`config.mk`:
```
export PLATFORM = sky130hd
export DESIGN_NAME = win_write_engine
export DESIGN_NICKNAME = d
export VERILOG_FILES = /design/src/rtl/wpe_pkg.sv /design/src/rtl/wpe_setup.sv /design/src/rtl/wpe_walker.sv /design/src/rtl/wpe_dirty.sv /design/src/rtl/win_write_engine.sv
export SDC_FILE = /design/constraint.sdc
export NUM_CORES = 1
export LEC_CHECK = 0
export BUFFER_PORTS_ARGS = -buffer_cell sky130_fd_sc_hd__buf_2
export CORE_ASPECT_RATIO = 1.2
export CORE_UTILIZATION = 45
export CTS_BUF_LIST = sky130_fd_sc_hd__clkbuf_4 sky130_fd_sc_hd__clkbuf_8 sky130_fd_sc_hd__clkbuf_16
export CTS_CLUSTER_DIAMETER = 150
export DETAILED_ROUTE_END_ITERATION = 6
export PLACE_DENSITY_LB_ADDON = 0.2
export SLEW_MARGIN = 10
export SYNTH_ARGS = -nofsm -noshare
export SYNTH_HDL_FRONTEND = slang
export SYNTH_HIERARCHICAL = 1
export SYNTH_SLANG_ARGS = --single-unit
```
`constraint.sdc`:
```
create_clock -name clk -period 4.9 [get_ports clk]
set_input_delay 0.49 -clock clk [delete_from_list [all_inputs] [get_ports clk]]
set_output_delay 0.49 -clock clk [all_outputs]
set_load 0.005 [all_outputs]
```
`src/rtl/wpe_pkg.sv`:
```
package wpe_pkg;
  localparam int MAX_BPP = 4;
  localparam int BPP_W   = 3;

  // Format code to bytes per pixel; zero marks an unusable format.
  function automatic logic [BPP_W-1:0] bytes_per_pixel(input logic [3:0] fmt);
    case (fmt)
      4'h1:       return 3'd1;
      4'h2:       return 3'd2;
      4'h3, 4'h4: return 3'd3;
      4'h5, 4'h6: return 3'd4;
      default:    return 3'd0;
    endcase
  endfunction
endpackage

```
`src/rtl/wpe_setup.sv`:
```
module wpe_setup
  import wpe_pkg::*;
#(
  parameter int COORD_W  = 10,
  parameter int SCREEN_W = 800,
  parameter int ADDR_W   = 22,
  parameter int LEN_W    = 23
) (
  input  logic [COORD_W-1:0] x_first,
  input  logic [COORD_W-1:0] x_last,
  input  logic [COORD_W-1:0] y_first,
  input  logic [COORD_W-1:0] y_last,
  input  logic [3:0]         pix_fmt,
  input  logic [2:0]         src_sel,
  output logic               ok,
  output logic [BPP_W-1:0]   bpp,
  output logic [LEN_W-1:0]   len,
  output logic [ADDR_W-1:0]  start_addr,
  output logic [ADDR_W-1:0]  line_step
);
  logic [COORD_W:0] span_x, span_y;

  always_comb begin
    bpp        = bytes_per_pixel(pix_fmt);
    span_x     = {1'b0, x_last} - {1'b0, x_first} + (COORD_W+1)'(1);
    span_y     = {1'b0, y_last} - {1'b0, y_first} + (COORD_W+1)'(1);
    ok         = (src_sel <= 3'd3) && (bpp != '0) &&
                 (x_last >= x_first) && (y_last >= y_first);
    len        = LEN_W'(bpp) * LEN_W'(span_x) * LEN_W'(span_y);
    start_addr = (ADDR_W'(y_first) * ADDR_W'(SCREEN_W) + ADDR_W'(x_first)) * ADDR_W'(bpp);
    line_step  = ADDR_W'(SCREEN_W) * ADDR_W'(bpp);
  end
endmodule

```
`src/rtl/wpe_walker.sv`:
```
module wpe_walker
  import wpe_pkg::*;
#(
  parameter int COORD_W = 10,
  parameter int ADDR_W  = 22,
  parameter int LEN_W   = 23
) (
  input  logic               clk,
  input  logic               rst_n,
  input  logic               setup_req,
  input  logic               data_valid,
  input  logic [7:0]         data_byte,
  input  logic [1:0]         effect_cfg,
  input  logic [COORD_W-1:0] x_first,
  input  logic [COORD_W-1:0] x_last,
  input  logic [COORD_W-1:0] y_first,
  input  logic [COORD_W-1:0] y_last,
  input  logic               set_ok,
  input  logic [BPP_W-1:0]   set_bpp,
  input  logic [LEN_W-1:0]   set_len,
  input  logic [ADDR_W-1:0]  set_start,
  input  logic [ADDR_W-1:0]  set_step,
  output logic               mem_we,
  output logic [ADDR_W-1:0]  mem_addr,
  output logic [7:0]         mem_wdata,
  output logic [LEN_W-1:0]   remaining,
  output logic [1:0]         angle,
  output logic               setup_err,
  output logic               commit,
  output logic               commit_now,
  output logic [COORD_W-1:0] win_x0,
  output logic [COORD_W-1:0] win_x1,
  output logic [COORD_W-1:0] win_y0,
  output logic [COORD_W-1:0] win_y1
);
  logic               fresh, load, fail, take, last, state_en;
  logic [LEN_W-1:0]   rem_q, rem_d, cur_rem;
  logic [ADDR_W-1:0]  addr_q, addr_d, cur_addr, base_q, base_d, cur_base, step_q, cur_step;
  logic [COORD_W-1:0] col_q, col_d, cur_col;
  logic [COORD_W-1:0] xs_q, xe_q, ys_q, ye_q, cur_xs, cur_xe, cur_ys, cur_ye;
  logic [BPP_W-1:0]   bidx_q, bidx_d, cur_bidx, bpp_q, cur_bpp;
  logic [1:0]         angle_q;
  logic               we_q, err_q, commit_q;
  logic [ADDR_W-1:0]  waddr_q;
  logic [7:0]         wdata_q;

  // Next-state: a fresh setup overrides the held window in the same cycle.
  always_comb begin
    fresh    = setup_req | (data_valid & (rem_q == '0));
    load     = fresh & set_ok;
    fail     = fresh & ~set_ok;
    cur_rem  = load ? set_len : (fail ? '0 : rem_q);
    cur_addr = load ? set_start : addr_q;
    cur_base = load ? set_start : base_q;
    cur_step = load ? set_step : step_q;
    cur_col  = load ? x_first : col_q;
    cur_bidx = load ? '0 : bidx_q;
    cur_bpp  = load ? set_bpp : bpp_q;
    cur_xs   = load ? x_first : xs_q;
    cur_xe   = load ? x_last : xe_q;
    cur_ys   = load ? y_first : ys_q;
    cur_ye   = load ? y_last : ye_q;
    take     = data_valid & (cur_rem != '0);
    last     = take & (cur_rem == LEN_W'(1));
    rem_d    = cur_rem;
    addr_d   = cur_addr;
    base_d   = cur_base;
    col_d    = cur_col;
    bidx_d   = cur_bidx;
    if (take) begin
      rem_d = cur_rem - LEN_W'(1);
      if (cur_bidx == cur_bpp - BPP_W'(1)) begin
        bidx_d = '0;
        if (cur_col == cur_xe) begin
          col_d  = cur_xs;
          base_d = cur_base + cur_step;
          addr_d = cur_base + cur_step;
        end else begin
          col_d  = cur_col + COORD_W'(1);
          addr_d = cur_addr + ADDR_W'(1);
        end
      end else begin
        bidx_d = cur_bidx + BPP_W'(1);
        addr_d = cur_addr + ADDR_W'(1);
      end
    end
    state_en = fresh | take;
  end

  always_ff @(posedge clk or negedge rst_n) begin
    if (!rst_n) begin
      rem_q <= '0; addr_q <= '0; base_q <= '0; step_q <= '0; col_q <= '0;
      bidx_q <= '0; bpp_q <= '0; xs_q <= '0; xe_q <= '0; ys_q <= '0; ye_q <= '0;
      angle_q <= '0; we_q <= 1'b0; waddr_q <= '0; wdata_q <= '0;
      err_q <= 1'b0; commit_q <= 1'b0;
    end else begin
      if (state_en) begin
        rem_q  <= rem_d;
        addr_q <= addr_d;
        base_q <= base_d;
        col_q  <= col_d;
        bidx_q <= bidx_d;
      end
      if (load) begin
        step_q  <= set_step;
        bpp_q   <= set_bpp;
        xs_q    <= x_first;
        xe_q    <= x_last;
        ys_q    <= y_first;
        ye_q    <= y_last;
        angle_q <= effect_cfg;
      end
      we_q <= take;
      if (take) begin
        waddr_q <= cur_addr;
        wdata_q <= data_byte;
      end
      err_q    <= fail;
      commit_q <= last;
    end
  end

  assign mem_we     = we_q;
  assign mem_addr   = waddr_q;
  assign mem_wdata  = wdata_q;
  assign remaining  = rem_q;
  assign angle      = angle_q;
  assign setup_err  = err_q;
  assign commit     = commit_q;
  assign commit_now = last;
  assign win_x0     = cur_xs;
  assign win_x1     = cur_xe;
  assign win_y0     = cur_ys;
  assign win_y1     = cur_ye;

  p_rem_step_r5: assert property (@(posedge clk) disable iff (!rst_n)
    (rem_q != '0 && data_valid && !setup_req) |=> rem_q == $past(rem_q) - LEN_W'(1));
  p_commit_at_zero_r6: assert property (@(posedge clk) disable iff (!rst_n)
    commit_q |-> rem_q == '0);
  p_err_no_write_r1: assert property (@(posedge clk) disable iff (!rst_n)
    err_q |-> (!we_q && rem_q == '0));
endmodule

```
`src/rtl/wpe_dirty.sv`:
```
module wpe_dirty #(
  parameter int COORD_W = 10
) (
  input  logic               clk,
  input  logic               rst_n,
  input  logic               clear_dirty,
  input  logic               merge,
  input  logic [COORD_W-1:0] win_x0,
  input  logic [COORD_W-1:0] win_x1,
  input  logic [COORD_W-1:0] win_y0,
  input  logic [COORD_W-1:0] win_y1,
  output logic [COORD_W:0]   x_lo,
  output logic [COORD_W:0]   y_lo,
  output logic [COORD_W:0]   x_hi,
  output logic [COORD_W:0]   y_hi,
  output logic               dirty_any
);
  localparam logic [COORD_W:0] EMPTY_LO = '1;
  logic [COORD_W:0] xlo_q, ylo_q, xhi_q, yhi_q, xlo_d, ylo_d, xhi_d, yhi_d;
  logic [COORD_W:0] ex0, ex1, ey0, ey1;
  logic             box_en;

  always_comb begin
    ex0 = {1'b0, win_x0};
    ey0 = {1'b0, win_y0};
    ex1 = {1'b0, win_x1} + (COORD_W+1)'(1);
    ey1 = {1'b0, win_y1} + (COORD_W+1)'(1);
    xlo_d = clear_dirty ? EMPTY_LO : xlo_q;
    ylo_d = clear_dirty ? EMPTY_LO : ylo_q;
    xhi_d = clear_dirty ? '0 : xhi_q;
    yhi_d = clear_dirty ? '0 : yhi_q;
    if (merge) begin
      if (ex0 < xlo_d) xlo_d = ex0;
      if (ey0 < ylo_d) ylo_d = ey0;
      if (ex1 > xhi_d) xhi_d = ex1;
      if (ey1 > yhi_d) yhi_d = ey1;
    end
    box_en = clear_dirty | merge;
  end

  always_ff @(posedge clk or negedge rst_n) begin
    if (!rst_n) begin
      xlo_q <= EMPTY_LO; ylo_q <= EMPTY_LO; xhi_q <= '0; yhi_q <= '0;
    end else if (box_en) begin
      xlo_q <= xlo_d; ylo_q <= ylo_d; xhi_q <= xhi_d; yhi_q <= yhi_d;
    end
  end

  assign x_lo = xlo_q;
  assign y_lo = ylo_q;
  assign x_hi = xhi_q;
  assign y_hi = yhi_q;
  assign dirty_any = (xhi_q > xlo_q) && (yhi_q > ylo_q);

  p_box_grows_r8: assert property (@(posedge clk) disable iff (!rst_n)
    !clear_dirty |=> (x_lo <= $past(x_lo) && y_lo <= $past(y_lo) &&
                      x_hi >= $past(x_hi) && y_hi >= $past(y_hi)));
  p_merge_marks_r8: assert property (@(posedge clk) disable iff (!rst_n)
    merge |=> dirty_any);
  p_clear_empties_r10: assert property (@(posedge clk) disable iff (!rst_n)
    (clear_dirty && !merge) |=> !dirty_any);
endmodule

```
`src/rtl/win_write_engine.sv`:
```
module win_write_engine
  import wpe_pkg::*;
#(
  parameter int COORD_W  = 10,
  parameter int SCREEN_W = 800,
  localparam int ADDR_W  = $clog2(SCREEN_W * (1 << COORD_W) * MAX_BPP),
  localparam int LEN_W   = $clog2(MAX_BPP * (1 << COORD_W) * (1 << COORD_W) + 1)
) (
  input  logic               clk,
  input  logic               rst_n,
  input  logic [COORD_W-1:0] x_first,
  input  logic [COORD_W-1:0] x_last,
  input  logic [COORD_W-1:0] y_first,
  input  logic [COORD_W-1:0] y_last,
  input  logic [3:0]         pix_fmt,
  input  logic [2:0]         src_sel,
  input  logic [1:0]         effect_cfg,
  input  logic               setup_req,
  input  logic               data_valid,
  input  logic [7:0]         data_byte,
  input  logic               clear_dirty,
  output logic               mem_we,
  output logic [ADDR_W-1:0]  mem_addr,
  output logic [7:0]         mem_wdata,
  output logic [LEN_W-1:0]   remaining,
  output logic [1:0]         angle,
  output logic               setup_err,
  output logic               commit,
  output logic [COORD_W:0]   dirty_x_lo,
  output logic [COORD_W:0]   dirty_y_lo,
  output logic [COORD_W:0]   dirty_x_hi,
  output logic [COORD_W:0]   dirty_y_hi,
  output logic               dirty_any
);
  logic               set_ok, commit_now;
  logic [BPP_W-1:0]   set_bpp;
  logic [LEN_W-1:0]   set_len;
  logic [ADDR_W-1:0]  set_start, set_step;
  logic [COORD_W-1:0] wx0, wx1, wy0, wy1;

  wpe_setup #(.COORD_W(COORD_W), .SCREEN_W(SCREEN_W), .ADDR_W(ADDR_W), .LEN_W(LEN_W)) u_setup (
    .x_first(x_first), .x_last(x_last), .y_first(y_first), .y_last(y_last),
    .pix_fmt(pix_fmt), .src_sel(src_sel), .ok(set_ok), .bpp(set_bpp),
    .len(set_len), .start_addr(set_start), .line_step(set_step));

  wpe_walker #(.COORD_W(COORD_W), .ADDR_W(ADDR_W), .LEN_W(LEN_W)) u_walker (
    .clk(clk), .rst_n(rst_n), .setup_req(setup_req), .data_valid(data_valid),
    .data_byte(data_byte), .effect_cfg(effect_cfg),
    .x_first(x_first), .x_last(x_last), .y_first(y_first), .y_last(y_last),
    .set_ok(set_ok), .set_bpp(set_bpp), .set_len(set_len),
    .set_start(set_start), .set_step(set_step),
    .mem_we(mem_we), .mem_addr(mem_addr), .mem_wdata(mem_wdata),
    .remaining(remaining), .angle(angle), .setup_err(setup_err), .commit(commit),
    .commit_now(commit_now), .win_x0(wx0), .win_x1(wx1), .win_y0(wy0), .win_y1(wy1));

  wpe_dirty #(.COORD_W(COORD_W)) u_dirty (
    .clk(clk), .rst_n(rst_n), .clear_dirty(clear_dirty), .merge(commit_now),
    .win_x0(wx0), .win_x1(wx1), .win_y0(wy0), .win_y1(wy1),
    .x_lo(dirty_x_lo), .y_lo(dirty_y_lo), .x_hi(dirty_x_hi), .y_hi(dirty_y_hi),
    .dirty_any(dirty_any));

  p_commit_flag_r6: assert property (@(posedge clk) disable iff (!rst_n)
    commit |-> dirty_any);
endmodule

```
==> flow_metrics.py <==
metrics = {
    "run_status": {
        "outcome": "finished, violations left",
        "failed_checks": "setup timing",
    },
    "synth": {
        "post_synth_fa_ha_maj_area_fraction_pct": 25.5,
        "cell_type_with_the_largest_total_area_after_synthesis": "dfrtp_1",
        "dominant_combinational_cell_family_by_area_after_synthesis": "adder cells",
        "synthXorXnorAreaFrac_pct": 6.85,
        "syn_area_um2": 25000,
        "synth.yosys.warnings": 6,
        "synth-seq-area-share_pct": 22.5,
        "synth.top_cell.area_share_pct": 20.2,
        "post_synth_main_area_contributors": "dfrtp_1 20%, ha_1 13%, fa_1 12%",
        "synth-edff-count": 0,
        "post_synthesis_mux_area_share_pct": 4.18,
        "postSynthCellCount": 3024,
        "async_reset_ff_share_pct": 100,
        "synth.top_cells.by_count": "535 x nand2_1, 345 x inv_1, 262 x ha_1",
        "post_synthesis_compound_gate_area_fraction_pct": 12.8,
        "ys_ff_latch": 224,
        "syn-mean-instance-area_um2": 8.28,
        "synth_simple_gate_area_share_pct": 20.8,
        "yosysMostFrequentCell": "nand2_1",
        "synth_flop_cell": "dfrtp_1",
        "yosysUniqueCellTypes": 95,
    },
    "clocking": {
        "clock_path_buffers": 3,
        "clock_h_tree_levels": 1,
        "cts.reportedPaths.clkPinSlew_ns": 0.06,
        "cts.sinks": 224,
        "cts_buffers": 27,
        "cts-root-buf": "clkbuf_16",
        "tritoncts": "done",
        "clock_insertion_delay_worst_skew_ns": 0.59,
    },
    "placed_design": {
        "detailedPlacementHpwl_um": 64600,
        "routabilityCongestion": 0.972,
        "dp.cells": 4472,
        "dpl_worst_slack_ns": -5.94,
        "portBuffers": 162,
    },
    "finish": {
        "multi_input_gate_area_in_the_final_layout_um2": 19200,
        "synthToLayoutAreaGrowth_pct": 40.3,
        "nFillCells": 4595,
        "drive_gt1_share_pct": 33.5,
        "final_net_count": 4335,
        "layout.core_utilization_pct": 64.0,
        "seqCellArea_um2": 5630,
        "fin_cells": 4596,
    },
    "sta": {
        "timing_worst_slew_pin_value_ns": 0.828,
        "slew_headroom_pct": 44.8,
        "worst_clock_skew_ns": 0.0195,
        "grt_setup_unrepaired": "true",
        "drv_slew": 0,
        "setup_violations": 156,
        "clock.fmax_mhz": 102,
        "timing_hold_violations_final": 0,
        "layout_worst_path_cycle_share_pct": 200,
        "hold-worst-slack_ns": 0.102,
        "post-route-min-period_ns": 9.82,
        "setup_slack_ns": -4.92,
    },
    "floorplan": {
        "die_h_um": 260,
        "num_rows": 94,
        "floorplan.core_area_um2": 54900,
        "floorplan.die.width_um": 217,
        "die_area_um2": 56600,
        "i_o_pin_count": 165,
        "initial_utilization_pct": 45.6,
    },
    "routing": {
        "wl_per_cell_um": 18.3,
        "detail_route.wirelength_um": 84100,
        "drt-initial-drc-count": 1657,
        "drt_first_pass_iters": 6,
        "ant_nets": 0,
        "num_vias": 24800,
        "drt_drc_violations_left": 0,
        "route.detailed.vias_per_inst": 5.39,
    },
    "pwr": {
        "clockPowerShare_pct": 12.2,
        "power_after_layout_w": 0.0181,
        "p_int_w": 0.0101,
        "vdd.ir_drop.worst_mv": 0.524,
        "power.combinational.fraction_pct": 72.0,
        "switching_share_pct": 44.1,
        "p_seq_share_pct": 15.8,
        "power.leakage_nw": 18.5,
        "pwr_density_cell_nw_per_um2": 515,
        "power.net_switching_w": 0.00798,
    },
    "critical_path": {
        "critical_path.endpoint_type": "flop",
        "crit_path_required_time_ns": 5.40,
        "worst-setup-path-type": "in2reg",
        "crit_arrival_ns": 10.32,
        "crit_path_start_kind": "input pin",
        "slowest_delay_ns": 0.54,
        "critPathMostFrequentCell": "fa_1",
        "path_max_fanout": 7,
        "rrSetupSlack_ns": 0.23,
        "max_stage_delay_cell_worst_path": "fa_1",
    },
    "global_route": {
        "globalRoute.totalOverflow": 0,
        "grt_start_max_net_pins": 120,
        "first_pass_grt_wire_length_um": 132000,
        "grt_antenna_before_repair": 4,
        "grt_pass1_vias": 25300,
        "track_usage_pct": 29.1,
    },
    "job": {
        "maxCapViolations": 0,
    },
    "min_path": {
        "worst_hold_path_type": "in2reg",
    },
}
-- placed cells by master, fill, tap and decap left out, types with 13 or more instances in the layout --
master     instances
nor2_2            13
ha_1             247
o21ai_0           54
a31oi_1           18
nand3_1           65
ha_4              13
a21oi_2           24
buf_6             45
dfrtp_1          202
nand2_4           29
a21oi_1          134
nand2b_1          31
nor2b_1           40
xor2_1            76
and2_1            57
nand2_1          463
mux2i_1           59
o211ai_1          22
fa_1             151
nand2_2           41
clkbuf_16         29
a21o_1            48
nor2_1           175
mux2_2            20
conb_1            14
dfstp_2           22
xnor2_1          104
o21ai_1           31
nand4_1           36
and3_1            39
buf_4            659
nor3_1            27
nor2_4            14
buf_2            157
buf_12            21
o21ai_2           28
inv_1            331
-- final timing paths --
| kind | start | cells past startpoint | end |
|---|---|---|---|
| worst max-delay path | x_first[1] | 51 | u_dirty/y_lo[9] |
| worst min-delay path | data_byte[7] | 3 | u_walker/mem_wdata[7] |
| worst max register to register | u_walker/remaining[6] | 19 | u_walker/addr_q[18] |
| worst min register to register | u_walker/mem_wdata[7] | 2 | u_walker/mem_wdata[7] |
| max in group asynchronous | rst_n | 3 | u_walker/mem_addr[5] |
| min in group asynchronous | rst_n | 2 | u_walker/remaining[19] |
-- cell type report --
type	instances	share of cell area, %
Multi-Input combinational cell	2353	54.6
Timing Repair Buffer	906	20.4
Sequential cell	224	16.0
Inverter	346	3.73
Tap cell	720	2.56
Clock buffer	38	2.25
Clock inverter	8	0.463
Antenna cell	1	0.00712
-- metal layers --
layer  routed length, um  track usage, %
met2               42400            52.6
met4                3630            12.0
met3                3420            3.19
met5                  12               0
met1               34700            35.1
-- power groups by stage --
stage | logic [W] | registers [W] | clock network [W]
2_1_floorplan | 0.00652 | 0.00273 | 0
3_3_place_gp | 0.0111 | 0.00281 | 0
3_5_place_dp | 0.0113 | 0.00284 | 0
4_1_cts | 0.0122 | 0.00283 | 0.00225
5_1_grt | 0.0143 | 0.00291 | 0.00232
6_report | 0.0130 | 0.00286 | 0.00221
-- flip-flops by register name, indices dropped and copies added, names as in the netlist --
| name | flops |
|---|---|
| u_walker/remaining | 23 |
| u_walker/addr_q | 22 |
| u_walker/base_q | 22 |
| u_walker/mem_addr | 22 |
| u_walker/step_q | 22 |
| u_dirty/x_hi | 11 |
| u_dirty/x_lo | 11 |
| u_dirty/y_hi | 11 |
| u_dirty/y_lo | 11 |
| u_walker/col_q | 10 |
| u_walker/xe_q | 10 |
| u_walker/xs_q | 10 |
| u_walker/ye_q | 10 |
| u_walker/ys_q | 10 |
| u_walker/mem_wdata | 8 |
| u_walker/bidx_q | 3 |
| u_walker/bpp_q | 3 |
| u_walker/angle | 2 |
| u_walker/commit | 1 |
| u_walker/mem_we | 1 |
| u_walker/setup_err | 1 |
-- metrics by stage --
stage / cell area (um2) / TNS, ns
final: 35100 / -739.75
after global routing: 35100 / -806.85
after CTS: 34100 / -721.94
after detailed placement: 31800 / -891.27
after global placement: 31800 / -860.14
after floorplan: 25500 / -768.00
-- cells by family after synthesis --
group	after synthesis
AND/OR/NAND/NOR	1125
AO/OA/AOI/OAI	502
buffers and inverters	460
adder cells (fa/ha/maj)	419
flip-flops	224
XOR/XNOR	196
multiplexers	97
other	1
-- worst max-delay path: cells and delay by family --
kind	cells	cell delay (ns)
multiplexers	1	0.23
adder cells (fa/ha/maj)	11	4.26
XOR/XNOR	3	0.59
AND/OR/NAND/NOR	13	1.90
AO/OA/AOI/OAI	13	2.06
buffers and inverters	10	0.75
-- what timing repair did --
| item | in CTS | in global routing |
|---|---|---|
| buffers inserted | 36 | 40 |
| gates resized for setup | 223 | 220 |
| hold buffers | 1 | 0 |
| pin swaps | 120 | 123 |
| cloned | 12 | 2 |
| setup endpoints to repair | 156 | 156 |
| endpoints found under the hold margin | 45 | 0 |
Power figures use the tool's default switching activity.
